==> src/rtl/ptm_pkg.sv <==
package ptm_pkg;
   // word addresses of the register port
   localparam int unsigned REG_IRQ      = 0;
   localparam int unsigned REG_CTRL     = 1;
   localparam int unsigned REG_COUNT    = 2;
   localparam int unsigned REG_PRESCALE = 3;
   localparam int unsigned REG_PCOUNT   = 4;
   localparam int unsigned REG_ACTION   = 5;
   localparam int unsigned REG_MATCH0   = 8;

   // control register bits
   localparam int unsigned CTRL_RUN_BIT = 0;
   localparam int unsigned CTRL_CLR_BIT = 1;
   localparam int unsigned CTRL_W       = 2;

   // per-match action group: bit 0 flag, bit 1 wrap, bit 2 halt
   localparam int unsigned ACT_W = 3;
   typedef struct packed {
      logic halt;
      logic wrap;
      logic flag;
   } match_act_t;
endpackage

==> src/rtl/ptm_prescaler.sv <==
module ptm_prescaler #(
   parameter int unsigned W = 32
) (
   input  logic         clk,
   input  logic         rst_n,
   input  logic         run,
   input  logic         hold_zero,
   input  logic         halt,
   input  logic         load,
   input  logic [W-1:0] load_val,
   input  logic [W-1:0] limit,
   output logic [W-1:0] count,
   output logic         tick
);
   // greater-or-equal so a counter left above the limit wraps at once
   assign tick = run && (count >= limit);

   always_ff @(posedge clk or negedge rst_n) begin
      if (!rst_n)             count <= '0;
      else if (hold_zero)     count <= '0;
      else if (load)          count <= load_val;
      else if (halt || tick)  count <= '0;
      else if (run)           count <= count + W'(1);
   end
endmodule

==> src/rtl/ptm_counter.sv <==
module ptm_counter #(
   parameter int unsigned W = 32
) (
   input  logic         clk,
   input  logic         rst_n,
   input  logic         tick,
   input  logic         hold_zero,
   input  logic         load,
   input  logic [W-1:0] load_val,
   input  logic         wrap,
   input  logic         halt,
   output logic [W-1:0] count
);
   always_ff @(posedge clk or negedge rst_n) begin
      if (!rst_n)          count <= '0;
      else if (hold_zero)  count <= '0;
      else if (load)       count <= load_val;
      else if (wrap)       count <= '0;
      else if (halt)       count <= count;
      else if (tick)       count <= count + W'(1);
   end
endmodule

==> src/rtl/ptm_match_bank.sv <==
module ptm_match_bank
   import ptm_pkg::*;
#(
   parameter int unsigned W = 32,
   parameter int unsigned N = 7
) (
   input  logic [W-1:0]     count,
   input  logic             tick,
   input  logic [N*W-1:0]   values,
   input  logic [N*ACT_W-1:0] actions,
   output logic [N-1:0]     hit,
   output logic [N-1:0]     flag_set,
   output logic             wrap,
   output logic             halt
);
   logic [N-1:0] wrap_v;
   logic [N-1:0] halt_v;

   for (genvar i = 0; i < N; i++) begin : g_cmp
      match_act_t act;
      assign act         = match_act_t'(actions[i*ACT_W +: ACT_W]);
      assign hit[i]      = tick && (count == values[i*W +: W]);
      assign flag_set[i] = hit[i] && act.flag;
      assign wrap_v[i]   = hit[i] && act.wrap;
      assign halt_v[i]   = hit[i] && act.halt;
   end

   assign wrap = |wrap_v;
   assign halt = |halt_v;
endmodule

==> src/rtl/ptm_irq_flags.sv <==
module ptm_irq_flags #(
   parameter int unsigned N = 7
) (
   input  logic         clk,
   input  logic         rst_n,
   input  logic [N-1:0] set,
   input  logic         clr_en,
   input  logic [N-1:0] clr_mask,
   output logic [N-1:0] flags,
   output logic         irq
);
   logic [N-1:0] clr_v;
   assign clr_v = clr_en ? clr_mask : '0;

   // a set in the clearing cycle survives
   always_ff @(posedge clk or negedge rst_n) begin
      if (!rst_n) flags <= '0;
      else        flags <= (flags & ~clr_v) | set;
   end

   assign irq = |flags;
endmodule

==> src/rtl/ptm_regfile.sv <==
module ptm_regfile
   import ptm_pkg::*;
#(
   parameter int unsigned W  = 32,
   parameter int unsigned N  = 7,
   parameter int unsigned AW = 4
) (
   input  logic               clk,
   input  logic               rst_n,
   input  logic               we,
   input  logic [AW-1:0]      addr,
   input  logic [W-1:0]       wdata,
   input  logic               halt_hit,
   output logic [CTRL_W-1:0]  ctrl,
   output logic [W-1:0]       prescale,
   output logic [N*ACT_W-1:0] actions,
   output logic [N*W-1:0]     values
);
   logic wr_ctrl, wr_pre, wr_act;
   assign wr_ctrl = we && (addr == AW'(REG_CTRL));
   assign wr_pre  = we && (addr == AW'(REG_PRESCALE));
   assign wr_act  = we && (addr == AW'(REG_ACTION));

   // software write beats the halt action in the same cycle
   always_ff @(posedge clk or negedge rst_n) begin
      if (!rst_n)        ctrl <= '0;
      else if (wr_ctrl)  ctrl <= wdata[CTRL_W-1:0];
      else if (halt_hit) ctrl[CTRL_RUN_BIT] <= 1'b0;
   end

   always_ff @(posedge clk or negedge rst_n) begin
      if (!rst_n)      prescale <= '0;
      else if (wr_pre) prescale <= wdata;
   end

   always_ff @(posedge clk or negedge rst_n) begin
      if (!rst_n)      actions <= '0;
      else if (wr_act) actions <= wdata[N*ACT_W-1:0];
   end

   for (genvar i = 0; i < N; i++) begin : g_val
      logic [W-1:0] val_q;
      logic         wr_val;
      assign wr_val = we && (addr == AW'(REG_MATCH0 + i));
      always_ff @(posedge clk or negedge rst_n) begin
         if (!rst_n)      val_q <= '0;
         else if (wr_val) val_q <= wdata;
      end
      assign values[i*W +: W] = val_q;
   end
endmodule

==> src/rtl/prescaled_match_timer.sv <==
module prescaled_match_timer
   import ptm_pkg::*;
#(
   parameter int unsigned DATA_W  = 32,
   parameter int unsigned N_MATCH = 7,
   parameter int unsigned ADDR_W  = 4
) (
   input  logic               clk,
   input  logic               rst_n,
   input  logic [ADDR_W-1:0]  bus_addr,
   input  logic [DATA_W-1:0]  bus_wdata,
   input  logic               bus_we,
   output logic [DATA_W-1:0]  bus_rdata,
   output logic [N_MATCH-1:0] match_o,
   output logic               irq_o
);
   localparam int unsigned ACT_BITS  = N_MATCH * ACT_W;
   localparam int unsigned ADDR_SPAN = 2 ** ADDR_W;

   // elaboration-time parameter checks
   if (N_MATCH < 1) begin : g_bad_n
      $error("N_MATCH must be at least 1");
   end
   if (ACT_BITS > DATA_W) begin : g_bad_act
      $error("action bits do not fit in one data word");
   end
   if (REG_MATCH0 + N_MATCH > ADDR_SPAN) begin : g_bad_addr
      $error("ADDR_W too small for the match registers");
   end
   if (DATA_W < CTRL_W) begin : g_bad_w
      $error("DATA_W too small for the control register");
   end

   logic [CTRL_W-1:0]   ctrl_q;
   logic [DATA_W-1:0]   pre_q;
   logic [ACT_BITS-1:0] act_q;
   logic [N_MATCH*DATA_W-1:0] val_q;
   logic [DATA_W-1:0]   tc_q, pc_q;
   logic [N_MATCH-1:0]  hit, flag_set, flags_q;
   logic run, clr, tick, wrap_hit, halt_hit;
   logic load_tc, load_pc, clr_flags;

   assign clr       = ctrl_q[CTRL_CLR_BIT];
   assign run       = ctrl_q[CTRL_RUN_BIT] && !clr;
   assign load_tc   = bus_we && (bus_addr == ADDR_W'(REG_COUNT));
   assign load_pc   = bus_we && (bus_addr == ADDR_W'(REG_PCOUNT));
   assign clr_flags = bus_we && (bus_addr == ADDR_W'(REG_IRQ));

   ptm_regfile #(.W(DATA_W), .N(N_MATCH), .AW(ADDR_W)) u_regs (
      .clk      (clk),
      .rst_n    (rst_n),
      .we       (bus_we),
      .addr     (bus_addr),
      .wdata    (bus_wdata),
      .halt_hit (halt_hit),
      .ctrl     (ctrl_q),
      .prescale (pre_q),
      .actions  (act_q),
      .values   (val_q)
   );

   ptm_prescaler #(.W(DATA_W)) u_pre (
      .clk       (clk),
      .rst_n     (rst_n),
      .run       (run),
      .hold_zero (clr),
      .halt      (halt_hit),
      .load      (load_pc),
      .load_val  (bus_wdata),
      .limit     (pre_q),
      .count     (pc_q),
      .tick      (tick)
   );

   ptm_counter #(.W(DATA_W)) u_cnt (
      .clk       (clk),
      .rst_n     (rst_n),
      .tick      (tick),
      .hold_zero (clr),
      .load      (load_tc),
      .load_val  (bus_wdata),
      .wrap      (wrap_hit),
      .halt      (halt_hit),
      .count     (tc_q)
   );

   ptm_match_bank #(.W(DATA_W), .N(N_MATCH)) u_match (
      .count    (tc_q),
      .tick     (tick),
      .values   (val_q),
      .actions  (act_q),
      .hit      (hit),
      .flag_set (flag_set),
      .wrap     (wrap_hit),
      .halt     (halt_hit)
   );

   ptm_irq_flags #(.N(N_MATCH)) u_irq (
      .clk      (clk),
      .rst_n    (rst_n),
      .set      (flag_set),
      .clr_en   (clr_flags),
      .clr_mask (bus_wdata[N_MATCH-1:0]),
      .flags    (flags_q),
      .irq      (irq_o)
   );

   assign match_o = hit;

   always_comb begin
      bus_rdata = '0;
      if (bus_addr == ADDR_W'(REG_IRQ))      bus_rdata[N_MATCH-1:0]  = flags_q;
      if (bus_addr == ADDR_W'(REG_CTRL))     bus_rdata[CTRL_W-1:0]   = ctrl_q;
      if (bus_addr == ADDR_W'(REG_COUNT))    bus_rdata               = tc_q;
      if (bus_addr == ADDR_W'(REG_PRESCALE)) bus_rdata               = pre_q;
      if (bus_addr == ADDR_W'(REG_PCOUNT))   bus_rdata               = pc_q;
      if (bus_addr == ADDR_W'(REG_ACTION))   bus_rdata[ACT_BITS-1:0] = act_q;
      for (int i = 0; i < int'(N_MATCH); i++) begin
         if (bus_addr == ADDR_W'(REG_MATCH0 + i)) bus_rdata = val_q[i*DATA_W +: DATA_W];
      end
   end
endmodule

==> config.mk <==
export PLATFORM = sky130hd
export DESIGN_NAME = prescaled_match_timer
export DESIGN_NICKNAME = d
export VERILOG_FILES = /design/src/rtl/ptm_pkg.sv /design/src/rtl/ptm_prescaler.sv /design/src/rtl/ptm_counter.sv /design/src/rtl/ptm_match_bank.sv /design/src/rtl/ptm_irq_flags.sv /design/src/rtl/ptm_regfile.sv /design/src/rtl/prescaled_match_timer.sv
export SDC_FILE = /design/constraint.sdc
export NUM_CORES = 1
export LEC_CHECK = 0
export CORE_MARGIN = 3
export CORE_UTILIZATION = 35
export DETAILED_ROUTE_END_ITERATION = 8
export PLACE_DENSITY = 0.53
export SKIP_LAST_GASP = 1
export SLEW_MARGIN = 20
export SYNTH_ARGS = -nofsm -noshare
export SYNTH_HDL_FRONTEND = slang
export SYNTH_HIERARCHICAL = 1
export SYNTH_SLANG_ARGS = --single-unit
==> constraint.sdc <==
create_clock -name clk -period 4.8 [get_ports clk]
set_clock_uncertainty 0.05 [all_clocks]
set_input_delay 0.96 -clock clk [delete_from_list [all_inputs] [get_ports clk]]
set_output_delay 0.96 -clock clk [all_outputs]
set_load 0.05 [all_outputs]
# [Word level (Yosys, flattened, before mapping)]
# Index checks and enable logic that the tools add are counted.
[totals] regBits=350 out_inout_bits=40 word_cells=118
[op_classes] addsub=2 magnitude_cmp=1 n_eq_ne=20 n_mux=25 bitwise=3 reduce_logical=53
[ops] cell="$mux 32" n=19
[ops] cell="$eq 32x32->1" n=7
[ops] cell="$add 32x1->32 const B" n=2
[ops] cell="$logic_and 1x1->1" n=43
[ops] cell="$ge 32x32->1" n=1
[ops] cell="$eq 4x4->1 const B" n=7
[ops] cell="$mux 21" n=1
[ops] cell="$reduce_or 7->1" n=3
[ops] cell="$mux 7" n=2
[ops] cell="$eq 4x2->1 const B" n=2
[ops] cell="$eq 4x3->1 const B" n=2
[ops] cell="$reduce_bool 4->1" n=2
[ops] cell="$and 7x7->7" n=1
[ops] cell="$not 7->7" n=1
[ops] cell="$or 7x7->7" n=1
[ops] cell="$eq 4x1->1 const B" n=1
[ops] cell="$logic_not 4->1" n=1
[ops] cell="$ne 4x3->1 const B" n=1
[ops] cell="$mux 1" n=2
[ops] cell="$mux 2" n=1
[ops] cell="$reduce_and 2->1" n=1
[ops] cell="$reduce_bool 2->1" n=1
[ops] cell="$logic_not 1->1" n=1
[ops] cell="$logic_or 1x1->1" n=1

# [Depth between registers and ports, before layout]
# Gate-level depths: netlist (run 1).
[logic_depth] depth_word=14 depth_mapped=17 depth_no_buf=16

# [Cells and area by module]
# The synthesis (run 1) kept the hierarchy.
[modules_own_cells] mod="ptm_regfile" n_inst=1 cells_each=604 area_per_inst_um2=10503.8 seq_area_each_um2=6981.7
[modules_own_cells] mod="prescaled_match_timer" n_inst=1 cells_each=607 area_per_inst_um2=3752.3 seq_area_each_um2=0.0
[modules_own_cells] mod="ptm_prescaler" n_inst=1 cells_each=385 area_per_inst_um2=2949.1 seq_area_each_um2=800.8
[modules_own_cells] mod="ptm_match_bank" n_inst=1 cells_each=372 area_per_inst_um2=2920.3 seq_area_each_um2=0.0
[modules_own_cells] mod="ptm_counter" n_inst=1 cells_each=264 area_per_inst_um2=2165.8 seq_area_each_um2=800.8
[modules_own_cells] mod="ptm_irq_flags" n_inst=1 cells_each=24 area_per_inst_um2=269.0 seq_area_each_um2=175.2

# [Worst setup path after synthesis (run 1)]
# No wires, ideal clock.
[synth_path] path_kind="register -> register" startpoint="register u_pre.count[14]" endpoint="register u_pre.count[4]" setup_ns=0.132 arrival_ns=3.928 t_required_ns=4.618 path_slack_ns=0.689 path_stages_with_launch=17 path_buffers=2 cell_sequence="dfrtp_1 -> ha_1 -> nand4_1 -> nor3_1 -> o311ai_1 -> a31oi_4 -> nor2_1 -> inv_2 -> nand4_1 -> nor4_4 -> a2111o_1 -> or3_1 -> clkbuf_1 -> clkbuf_1 -> nor3_1 -> a22oi_1 -> o31ai_1"
[synth_via] elab_chain_cells=9 elab_cells_between_ends=22
[synth_rtl] element="start: declaration" line_no="ptm_prescaler.sv:12" source="output logic [W-1:0] count,"
[synth_rtl] element="start signal: assignment" line_no="ptm_prescaler.sv:21" source="else if (load) count <= load_val;"
[synth_rtl] element="start signal: assignment" line_no="ptm_prescaler.sv:23" source="else if (run) count <= count + W'(1);"
[synth_rtl] element="$ge 32x32->1 (*)" line_no="ptm_prescaler.sv:16" source="assign tick = run && (count >= limit);"
[synth_rtl] element="$logic_and 1x1->1 (*)" line_no="ptm_prescaler.sv:16"
[synth_rtl] element="net tick" line_no="prescaled_match_timer.sv:40" source="logic run, clr, tick, wrap_hit, halt_hit;"
[synth_rtl] element="$logic_and 1x1->1 (*)" line_no="ptm_match_bank.sv:22" source="assign hit[i] = tick && (count == values[i*W +: W]);"
[synth_rtl] element="net match_o[6]" line_no="prescaled_match_timer.sv:14" source="output logic [N_MATCH-1:0] match_o,"
[synth_rtl] element="$logic_and 1x1->1 (*)" line_no="ptm_match_bank.sv:25" source="assign halt_v[i] = hit[i] && act.halt;"
[synth_rtl] element="$reduce_or 7->1 (*)" line_no="ptm_match_bank.sv:29" source="assign halt = |halt_v;"
[synth_rtl] element="net halt_hit" line_no="prescaled_match_timer.sv:40"
[synth_rtl] element="$logic_or 1x1->1 (*)" line_no="ptm_prescaler.sv:22" source="else if (halt || tick) count <= '0;"
[synth_rtl] element="$mux 32" line_no="ptm_prescaler.sv:22"
[synth_rtl] element="$mux 32" line_no="ptm_prescaler.sv:21"
[synth_rtl] element="$mux 32" line_no="ptm_prescaler.sv:20" source="else if (hold_zero) count <= '0;"
# Mark *: on every way through the listed nets, which the timed path passes. The rest lies on a longest branch.
# A chain may end at the register's enable or synchronous reset.

# [Worst setup path in the final report (run 1)]
[layout_path] startpoint="register u_pre.count[13]" endpoint="output port match_o[0]"
[layout_via] elab_chain_cells=3
[layout_rtl] element="$ge 32x32->1" line_no="ptm_prescaler.sv:16"
[layout_rtl] element="$logic_and 1x1->1" line_no="ptm_prescaler.sv:16"
[layout_rtl] element="net tick" line_no="prescaled_match_timer.sv:40"
[layout_rtl] element="$logic_and 1x1->1" line_no="ptm_match_bank.sv:22"
[layout_rtl] element="end: declaration" line_no="prescaled_match_timer.sv:14"
# The timed path passes the listed nets, and every way through them passes these cells.

==> parameters.txt, run 1 <==
Parameter                              Value

Outcome
  Run status    complete, no violations

Layout
  Filler Cell Count    6181
  Non-filler cells, final    3226
  # nets final    2422
  Ant. Diodes    0
  Layout cell share with drive strength beyond 1    24.75%
  Design Area, Final    0.02633 mm2
  Relative area change from synthesis to final layout    16.69%

Place
  Placed cell areas    0.02491 mm2
  Input/output buffers    78
  # placed instances    3149
  HPWL after DPL    73.32 mm
  RePlAce Congestion    0.9966
  Setup slack after placement    0.4957 ns

Clocking
  Post-CTS setup buffer count    0
  Maximum count of clock buffers along a single path    3
  Number of buffers inserted during clock tree synthesis    44
  Number of H-tree levels    2
  Clock sinks    350
  Root cell of the clock tree    clkbuf_16
  CTS tree    done
  Clock latency at the later pin of the worst-skew pair    0.59 ns
  Count of hold-fix buffers inserted at cts    0
  Clock slew seen by the registers of the worst setup and hold paths    0.06 ns

GRT
  Number of antenna violations at the first check in global routing    6
  Global-route wire length before repair    142.0 mm
  Aggregate global-route resource usage    28.80%
  Via count of the first global-routing pass    19420
  Largest net degree at the start of global routing    97
  Overflow left after global routing    0

Synthesis
  Dominant cells by area after synthesis    dfrtp_1, mux2_2, xnor2_1
  Area share of xor/xnor cells in the synthesized design    8.985%
  Post-Synthesis Cells    2256
  Most frequent cells after synthesis    dfrtp_1, mux2_2, nand2_1
  Syn. warnings    6
  Flop and latch count out of synthesis    350
  Unique masters post-synth    90
  Fraction of the mapped netlist area in simple logic gates    13.75%
  Most repeated cell in the gate-level netlist after synthesis    dfrtp_1
  Share of Yosys cell area claimed by the top area cell type    38.82%
  Cell Area, Synth    0.02256 mm2
  Post-synthesis net count    2329
  Post-synth ARST share    100.0%
  Yosys top cell by area    dfrtp_1
  Dominant register cell in the synthesized netlist    dfrtp_1
  Seq/Total Area, Yosys    38.82%
  Multiplexer area fraction after synthesis    16.16%
  Compound-gate portion of the synthesized area    15.33%
  Number of enable-type register cells in the synthesized netlist    0
  Largest family of logic cells by synthesized area    multiplexers
  Syn Area/Cell    10.00 um2
  Adder-Cell Fraction of Synth Area    1.886%

Timing
  Aggregate negative setup slack    0 ns
  Final-report setup violation count    0
  Final worst setup slack    0.1523 ns
  Final count of hold timing violations    0
  Achievable frequency    215.2 MHz
  Period utilization    96.83%
  Max-slew headroom at the worst pin    21.56%
  Unrepaired setup endpoints after global routing    no
  Slew at the pin with the worst max-slew slack    1.177 ns
  Min Tclk post-route    4.648 ns
  Final number of max-transition violations    0

Setup path
  Buffers and inverters on the worst path    4
  Kind of capture point of the worst setup path    primary output
  Kind of cell with the highest combined delay on the critical path    simple AND/OR/NAND/NOR gates
  Data arrival time of the worst path    3.64 ns
  Worst-path cell with the longest stage delay    dfrtp_1
  Longest individual stage delay on the worst path    0.46 ns
  Worst Setup Path Type    reg -> out
  Cell-by-cell listing of the critical path    ha_1 -> nand4_1 -> nor3_2 -> o311ai_1 -> buf_4 -> a31oi_4 -> nor2_1 -> inv_2 -> nand4_1 -> nor3_2 -> buf_4 -> buf_12
  Critical path required time    3.79 ns
  Nature of the critical path startpoint    flop
  Max FO, Critical Path    10

Detailed routing
  Number of design rule violations left after detail routing    0
  Top routing layer used    met5
  Wire length reported by the detailed router    99.40 mm
  Iteration count of the initial detailed-routing pass    7
  Met2 wire len    44.24 mm
  Routed length per instance    30.81 um
  Antenna-violating nets left    0
  Violation count after the first detailed-routing iteration    2689
  Via count    19920
  Total routed wire length on the met1 layer    41.73 mm
  Met3 wire len    9.098 mm
  Via density per instance    6.175

Floorplan
  Die Y-Extent    259.9 um
  Top-level port count    79
  Die W    259.9 um
  Starting density of the core    35.57%
  Number of core rows    92
  Area of the die    0.06754 mm2
  Core ar.    0.06343 mm2

Min path
  Worst Hold Class    in -> async

Flow run
  Max_cap viols    0

Power and ir drop
  Peak VDD IR    238.1 uV
  P per Cell Area    438.8 mW/mm2
  Leakage power    10.82 nW
[placed cells by master (no fill, tap or decap), types with 13 or more instances in the layout]
cell type          n
nor3_1            47
nand2_1          159
o21ai_0          108
mux2_2           256
a22oi_1           39
and2_1            14
nor4_1            37
ha_1              34
xor2_1            75
a22o_1            16
buf_4            148
and3_1            14
o21a_1            13
nand4_1           61
mux2i_1           29
o21ai_1           31
dfrtp_1          350
inv_1             52
o22ai_1           40
xnor2_1          148
nand2b_1          28
clkdlybuf4s50_1   34
a21oi_1           97
o211ai_1          25
clkbuf_16         46
mux2_4            30
buf_12            34
o221ai_1          15
nor2_1            67
nand3_1           59
[final timing paths]
kind,to,slack [ns],start,cells past startpoint
worst min register to register,u_irq/flags[1]$_DFF_PN0_,0.48,u_irq/flags[1]$_DFF_PN0_,1
worst min-delay path,u_pre/count[3]$_DFFE_PN0P_,0.35,rst_n,1
min in group clk,u_irq/flags[1]$_DFF_PN0_,0.48,u_irq/flags[1]$_DFF_PN0_,1
worst max register to register,u_cnt/count[31]$_DFFE_PN0P_,0.37,u_regs/prescale[1]$_DFFE_PN0P_,16
max in group asynchronous,u_cnt/count[25]$_DFFE_PN0P_,3.19,rst_n,2
worst max-delay path,match_o[0],0.15,u_pre/count[13]$_DFFE_PN0P_,12
[report_power, final]
group	switching [W]	leakage [nW]	total [W]	internal (W)
Sequential	0.000886	4.37	0.00446	0.00358
Clock	0.00137	0.697	0.00329	0.00192
Combinational	0.00221	5.76	0.00380	0.00159
Total	0.00447	10.8	0.0116	0.00708
[per-layer routing]
metal | up-vias | track usage [%]
met1 | 10100 | 39.37
met3 | 228 | 5.862
li1 | 8491 | -
met4 | 2 | 11.49
met2 | 1095 | 44.52
met5 | - | 0
[area by class of cell]
class / instances / area (um2) / area share, %
sequential: 350 / 8758 / 33.27
tap: 846 / 1059 / 4.021
clock buffer: 65 / 1303 / 4.947
inverter: 55 / 206.4 / 0.7842
clock inverter: 12 / 96.34 / 0.3660
multi-input combinational: 1680 / 12750 / 48.42
timing repair buffer: 218 / 2158 / 8.198
[kinds of logic after synthesis]
kind of cell | count (synthesis)
AND/OR/NAND/NOR | 585
AO/OA/AOI/OAI | 516
flip-flops | 350
multiplexers | 317
XOR/XNOR | 228
buffers and inverters | 226
adder cells (fa/ha/maj) | 34
[flip-flops by register name, indices dropped and copies added (netlist names)]
signal              count
u_irq/flags             7
u_pre/count            32
u_regs/actions         21
u_regs/prescale        32
u_regs/g_val.val_q    224
u_regs/ctrl             2
u_cnt/count            32
[stage by stage]
step / total power (W) / util (%) / hold WS [ns]
after global placement: 0.008095 / 39.27 / 0.4539
after CTS: 0.01145 / 41.49 / 0.3811
after global routing: 0.01197 / 41.51 / 0.4197
after floorplan: 0.006446 / - / 0.4189
after detailed placement: 0.008121 / 39.27 / 0.4607
final: 0.01155 / 41.51 / 0.3490
[repair_timing]
| action | 4_1_cts | 5_1_grt |
|---|---|---|
| pin swaps | 0 | 0 |
| endpoints found under the setup margin | 1 | 5 |
| gates resized for setup | 1 | 2 |
Power figures use the tool's default switching activity.
==> inputs of run 2 (changes only) <==
--- a/config.mk
+++ b/config.mk
@@ -6,9 +6,9 @@
 export NUM_CORES = 1
 export LEC_CHECK = 0
 export CORE_MARGIN = 3
-export CORE_UTILIZATION = 35
+export CORE_UTILIZATION = 51
 export DETAILED_ROUTE_END_ITERATION = 8
-export PLACE_DENSITY = 0.53
+export PLACE_DENSITY = 0.7
 export SKIP_LAST_GASP = 1
 export SLEW_MARGIN = 20
 export SYNTH_ARGS = -nofsm -noshare
==> run 2 against run 1 <==
Worst hold slack got worse by 0.033 ns. Final area fell by 2.0%. Sequential power rose by 0.9%. Sequential share of layout area rose by 0.69 points. Clock power rose by 1%. Register-to-register slack got worse by 0.11 ns. Maximum frequency fell by 1.5%. Setup slack got worse by 0.070 ns. Utilization rose by 18 points. Count of clock-buffer cells in the layout fell by 8. Via count rose by 1.8%. Total power fell by 1.3%. Largest cell class unchanged.
==> parameters.txt, run 2 (synthesis gave the netlist of run 1 again) <==
Parameter                              Value

Timing
  Worst hold margin    0.3164 ns (was 0.3490 ns)
  Unrepaired setup endpoints after global routing    no (unchanged)
  Final number of max-transition violations    0 (unchanged)
  Final-report setup violation count    0 (unchanged)
  Achievable frequency    212.0 MHz (was 215.2 MHz)
  Final count of hold timing violations    0 (unchanged)
  Period utilization    98.28% (was 96.83%)
  Slew at the pin with the worst max-slew slack    1.167 ns (was 1.177 ns)
  Min Tclk post-route    4.718 ns (was 4.648 ns)
  Aggregate negative setup slack    0 ns (unchanged)
  Max-slew headroom at the worst pin    21.93% (was 21.56%)

Power and ir drop
  P per Cell Area    442.0 mW/mm2 (was 438.8 mW/mm2)
  Leakage power    10.68 nW (was 10.82 nW)
  Peak VDD IR    384.9 uV (was 238.1 uV)

Clocking
  Count of hold-fix buffers inserted at cts    0 (unchanged)
  Clock latency at the later pin of the worst-skew pair    0.59 ns (about the same)
  Maximum count of clock buffers along a single path    3 (unchanged)
  Post-CTS setup buffer count    0 (unchanged)
  CTS tree    done (unchanged)
  Number of buffers inserted during clock tree synthesis    42 (was 44)
  Root cell of the clock tree    clkbuf_16 (unchanged)
  Clock sinks    350 (unchanged)
  Clock slew seen by the registers of the worst setup and hold paths    0.06 ns (about the same)
  Number of H-tree levels    2 (unchanged)

Detailed routing
  Via count    20280 (was 19920)
  Iteration count of the initial detailed-routing pass    7 (unchanged)
  Antenna-violating nets left    0 (unchanged)
  Routed length per instance    31.09 um (was 30.81 um)
  Violation count after the first detailed-routing iteration    2817 (was 2689)
  Wire length reported by the detailed router    91.41 mm (was 99.40 mm)
  Via density per instance    6.898 (was 6.175)
  Number of design rule violations left after detail routing    0 (unchanged)

GRT
  Via count of the first global-routing pass    19570 (was 19420)
  Largest net degree at the start of global routing    83 (was 97)
  Aggregate global-route resource usage    38.31% (was 28.80%)
  Number of antenna violations at the first check in global routing    4 (was 6)
  Global-route wire length before repair    133.5 mm (was 142.0 mm)
  Overflow left after global routing    0 (unchanged)

Layout
  Relative area change from synthesis to final layout    14.33% (was 16.69%)
  Top register by number of flip-flops    u_regs/g_val.val_q (unchanged)
  Multi-input gate area in the final layout    0.01275 mm2 (about the same)
  # nets final    2398 (was 2422)
  Largest register FFs    224 (unchanged)
  Commonest non-fill, non-tap cell in the layout    dfrtp_1 (unchanged)
  Non-filler cells, final    2940 (was 3226)
  Post-layout util    59.48% (was 41.51%)
  Layout cell share with drive strength beyond 1    24.04% (was 24.75%)
  Sequential Area    0.008758 mm2 (unchanged)
  Most used cells in the layout excluding fill and tap cells    dfrtp_1, mux2_2, nand2_1 (unchanged)
  Filler Cell Count    3703 (was 6181)

Setup path
  Worst Setup Path Type    reg -> out (unchanged)
  Critical path required time    3.79 ns (about the same)
  Kind of capture point of the worst setup path    primary output (unchanged)
  Nature of the critical path startpoint    flop (unchanged)
  Max FO, Critical Path    11 (was 10)
  Data arrival time of the worst path    3.71 ns (was 3.64 ns)

Place
  HPWL after DPL    66.60 mm (was 73.32 mm)
  # placed instances    2865 (was 3149)
  Input/output buffers    78 (unchanged)
  RePlAce Congestion    1.064 (was 0.9966)

Outcome
  Run status    complete, no violations (unchanged)

Min path
  Worst Hold Class    in -> async (unchanged)

Floorplan
  Die W    216.3 um (was 259.9 um)
  Die Y-Extent    216.3 um (was 259.9 um)
  Starting density of the core    52.03% (was 35.57%)
  Top-level port count    79 (unchanged)
  Area of the die    0.04680 mm2 (was 0.06754 mm2)
  Number of core rows    76 (was 92)
  Core ar.    0.04336 mm2 (was 0.06343 mm2)

Flow run
  Max_cap viols    0 (unchanged)
## run 2: cell count changes in the layout (fill, tap and decap cells not counted), moves of 2 or more
cell	delta
buf_4	-19
inv_6	+2
buf_12	-4
clkbuf_1	-3
clkinv_2	-2
clkbuf_16	-4
bufinv_16	+4
## run 2: layout make-up
cell class | instances | area share [%]
Antenna cell | 1 | 0.009702
Clock buffer | 57 | 4.565
Clock inverter | 16 | 0.8683
Inverter | 55 | 0.8101
Multi-Input combinational cell | 1680 | 49.43
Sequential cell | 350 | 33.96
Tap cell | 585 | 2.838
Timing Repair Buffer | 196 | 7.524
## run 2: worst max-delay path, cell delays in order, from the launching register on
cell and delay (ns):
dfrtp_1 0.79, xnor2_1 0.63, nand4_1 0.15, nor4_1 0.57, nand4_1 0.25, nor3_1 0.37, buf_4 0.22, buf_12 0.14
## run 2: where the power goes
| group | switching [W] | internal [W] |
|---|---|---|
| logic | 0.00202 | 0.00155 |
| clock network | 0.00135 | 0.00199 |
| registers | 0.000921 | 0.00357 |
## run 2: layer usage
metal	vias up	global-route usage, %	wire length (um)
met2	1439	56.67	38920
li1	8419	-	-
met5	-	0	13
met4	2	21.76	6431
met3	288	7.417	9608
met1	10130	52.77	36440
## run 2: per-stage QoR
| step | total power (W) | setup slack (ns) | area [um2] |
|---|---|---|---|
| after CTS | 0.01127 | 0.06914 | 25750 |
| after floorplan | 0.006446 | 0.6891 | 22560 |
| after global placement | 0.007851 | 0.1719 | 24340 |
| final | 0.01140 | 0.08245 | 25790 |
| after detailed placement | 0.007944 | 0.1309 | 24340 |
| after global routing | 0.01174 | 0.02412 | 25790 |
## run 2: final timing paths
check                                                   start                               endpoint  slack [ns]  cells past startpoint
worst max-delay path              u_cnt/count[20]$_DFFE_PN0P_                             match_o[3]        0.08                      7
worst min-delay path                                    rst_n            u_pre/count[28]$_DFFE_PN0P_        0.32                      1
worst max register to register     u_pre/count[1]$_DFFE_PN0P_            u_cnt/count[12]$_DFFE_PN0P_        0.26                     14
worst min register to register  u_regs/actions[0]$_DFFE_PN0P_          u_regs/actions[0]$_DFFE_PN0P_        0.47                      1
max in group asynchronous                               rst_n  u_regs/g_val[5].val_q[23]$_DFFE_PN0P_        3.34                      2
min in group clk                u_regs/actions[0]$_DFFE_PN0P_          u_regs/actions[0]$_DFFE_PN0P_        0.47                      1
## run 2: repair_timing
action,in CTS,in global routing
endpoints found under the hold margin,0,0
endpoints found under the setup margin,1,16
gates resized for setup,1,5
==> inputs of run 3 (changes only) <==
--- a/config.mk
+++ b/config.mk
@@ -8,6 +8,7 @@
 export CORE_MARGIN = 3
 export CORE_UTILIZATION = 51
 export DETAILED_ROUTE_END_ITERATION = 8
+export MAX_ROUTING_LAYER = met4
 export PLACE_DENSITY = 0.7
 export SKIP_LAST_GASP = 1
 export SLEW_MARGIN = 20
==> constraint.sdc (replaced) <==
create_clock -name clk -period 4.8 [get_ports clk]
set_clock_uncertainty 0.05 [all_clocks]
set_input_delay 0.48 -clock clk [delete_from_list [all_inputs] [get_ports clk]]
set_output_delay 0.48 -clock clk [all_outputs]
set_load 0.05 [all_outputs]
==> run 3 against run 2 <==
Sequential power shrank 0.9%. Clock power is essentially flat. Worst hold slack gained 0.081 ns. Wire length grew 0.87%. Register-to-register slack lost 0.09 ns. Sequential cell count is the same. Largest power group unchanged.
==> parameters.txt, run 3 (synthesis gave the netlist of run 1 again) <==
Parameter                              Value

Floorplan
  Area of the die    0.04680 mm2 (unchanged)
  Top-level port count    79 (unchanged)
  Core ar.    0.04336 mm2 (unchanged)
  Starting density of the core    52.03% (unchanged)
  Number of core rows    76 (unchanged)
  Die W    216.3 um (unchanged)
  Die Y-Extent    216.3 um (unchanged)

Layout
  # nets final    2397 (was 2398)
  Layout cell share with drive strength beyond 1    22.64% (was 24.04%)
  Top register by number of flip-flops    u_regs/g_val.val_q (unchanged)
  Post-layout util    59.23% (was 59.48%)
  Largest register FFs    224 (unchanged)
  Most used cells in the layout excluding fill and tap cells    dfrtp_1, mux2_2, nand2_1 (unchanged)
  Multi-input gate area in the final layout    0.01274 mm2 (was 0.01275 mm2)
  Design Area, Final    0.02568 mm2 (was 0.02579 mm2)
  Commonest non-fill, non-tap cell in the layout    dfrtp_1 (unchanged)
  Sequential Area    0.008758 mm2 (unchanged)
  Filler Cell Count    3772 (was 3703)
  Relative area change from synthesis to final layout    13.83% (was 14.33%)

Detailed routing
  Via density per instance    6.811 (was 6.898)
  Wire length reported by the detailed router    92.21 mm (was 91.41 mm)
  Iteration count of the initial detailed-routing pass    8 (was 7)
  Routed length per instance    31.33 um (was 31.09 um)
  Antenna-violating nets left    0 (unchanged)
  Via count    20050 (was 20280)
  Violation count after the first detailed-routing iteration    3068 (was 2817)
  Number of design rule violations left after detail routing    0 (unchanged)

Timing
  Slew at the pin with the worst max-slew slack    1.067 ns (was 1.167 ns)
  Aggregate negative setup slack    0 ns (unchanged)
  Final count of hold timing violations    0 (unchanged)
  Min Tclk post-route    4.626 ns (was 4.718 ns)
  Max-slew headroom at the worst pin    28.65% (was 21.93%)
  Final number of max-transition violations    0 (unchanged)
  Unrepaired setup endpoints after global routing    yes (was no)
  Final-report setup violation count    0 (unchanged)
  Period utilization    96.37% (was 98.28%)
  Achievable frequency    216.2 MHz (was 212.0 MHz)

Place
  HPWL after DPL    67.18 mm (was 66.60 mm)
  Placed cell areas    0.02423 mm2 (was 0.02434 mm2)
  RePlAce Congestion    1.026 (was 1.064)
  Input/output buffers    78 (unchanged)

Power and ir drop
  Sw Ratio    37.92% (was 37.64%)
  Clock power share    29.3% (was 29.2%)
  Cell Int Power    0.007063 W (was 0.007110 W)
  Power share of the combinational group    31.4% (about the same)
  P_sw    0.004314 W (was 0.004291 W)
  Leakage power    10.59 nW (was 10.68 nW)
  P per Cell Area    443.0 mW/mm2 (was 442.0 mW/mm2)
  Sequential fraction of design power    39.2% (was 39.4%)
  Peak VDD IR    311.2 uV (was 384.9 uV)

GRT
  Largest net degree at the start of global routing    101 (was 83)
  Global-route wire length before repair    133.3 mm (was 133.5 mm)
  Via count of the first global-routing pass    19130 (was 19570)
  Overflow left after global routing    0 (unchanged)
  Number of antenna violations at the first check in global routing    3 (was 4)
  Aggregate global-route resource usage    39.86% (was 38.31%)

Setup path
  R2R Setup Slk    0.17 ns (was 0.26 ns)
  Data arrival time of the worst path    5.04 ns (was 3.71 ns)
  Max FO, Critical Path    10 (was 11)
  Kind of capture point of the worst setup path    flop (was primary output)
  Nature of the critical path startpoint    flop (unchanged)
  Critical path required time    5.21 ns (was 3.79 ns)
  Worst Setup Path Type    reg -> reg (was reg -> out)

Clocking
  CTS tree    done (unchanged)
  Root cell of the clock tree    clkbuf_16 (unchanged)
  Clock slew seen by the registers of the worst setup and hold paths    0.06 ns (about the same)
  Clock latency at the later pin of the worst-skew pair    0.60 ns (was 0.59 ns)
  Number of H-tree levels    2 (unchanged)
  Maximum count of clock buffers along a single path    3 (unchanged)
  Clock sinks    350 (unchanged)
  Number of buffers inserted during clock tree synthesis    43 (was 42)

Outcome
  Run status    complete, no violations (unchanged)

Flow run
  Max_cap viols    0 (unchanged)

Min path
  Worst Hold Class    in -> reg (was in -> async)
-- run 3: path summary, 6_finish.rpt --
kind,startpoint,end,cells after the start
worst max-delay path,u_regs/prescale[1]$_DFFE_PN0P_,u_cnt/count[12]$_DFFE_PN0P_,16
worst min-delay path,bus_wdata[14],u_cnt/count[14]$_DFFE_PN0P_,3
worst max register to register,u_regs/prescale[1]$_DFFE_PN0P_,u_cnt/count[12]$_DFFE_PN0P_,16
worst min register to register,u_irq/flags[5]$_DFF_PN0_,u_irq/flags[5]$_DFF_PN0_,1
max in group asynchronous,rst_n,u_regs/g_val[1].val_q[7]$_DFFE_PN0P_,3
min in group asynchronous,rst_n,u_pre/count[24]$_DFFE_PN0P_,2
-- run 3: area by class of cell --
cell class                      count  area share (%)
Antenna cell                        4         0.03898
Timing Repair Buffer              194           7.079
Inverter                           55          0.8039
Clock buffer                       58           4.604
Sequential cell                   350           34.10
Clock inverter                     17          0.8916
Tap cell                          585           2.850
Multi-Input combinational cell   1680           49.63
-- run 3: per-stage QoR --
step,setup slack [ns],total power (W),hold slack [ns],instances
after floorplan,0.6891,0.006446,0.1344,2256
after global placement,-0.09170,0.007856,0.4527,2860
after detailed placement,-0.09948,0.007935,0.4577,2863
after CTS,0.2143,0.01127,0.4725,2939
after global routing,-0.02174,0.01174,0.4000,2943
final,0.1741,0.01138,0.3971,2943
-- run 3: repair_timing --
item                                   CTS  global route
setup endpoints to repair                5             4
hold buffers                             1             0
gates cloned                             0             0
setup buffers                            0             0
resized for setup                        1             2
endpoints found under the hold margin   94             0
-- run 3: worst max-delay path, stage by stage (launching register included) --
cell and delay (ns):
dfrtp_1 0.39, inv_1 0.06, ha_1 0.30, nor2b_1 0.14, o211a_1 0.20, o311ai_1 0.48
a31oi_4 0.15, nor2_1 0.19, inv_2 0.15, nand4_1 0.17, o32ai_1 0.13, a2111o_1 0.45
buf_4 0.19, nand2b_1 0.35, or3_1 0.51, o311a_1 0.35, a221o_1 0.26
-- run 3: per-layer routing --
layer | vias to the layer above | track usage [%] | routed length, um
li1 | 8432 | - | -
met4 | 0 | 22.67 | 6358
met5 | - | - | 0
met1 | 9988 | 53.42 | 37050
met3 | 276 | 8.259 | 9658
met2 | 1350 | 56.23 | 39140
-- run 3: power by group through the flow --
stage,sequential (W),combinational [W],clock (W)
global placement,0.00443,0.00343,0
detailed placement,0.00447,0.00347,0
floorplan,0.00411,0.00234,0
global route,0.00453,0.00373,0.00348
finish,0.00446,0.00357,0.00334
CTS,0.00442,0.00349,0.00336
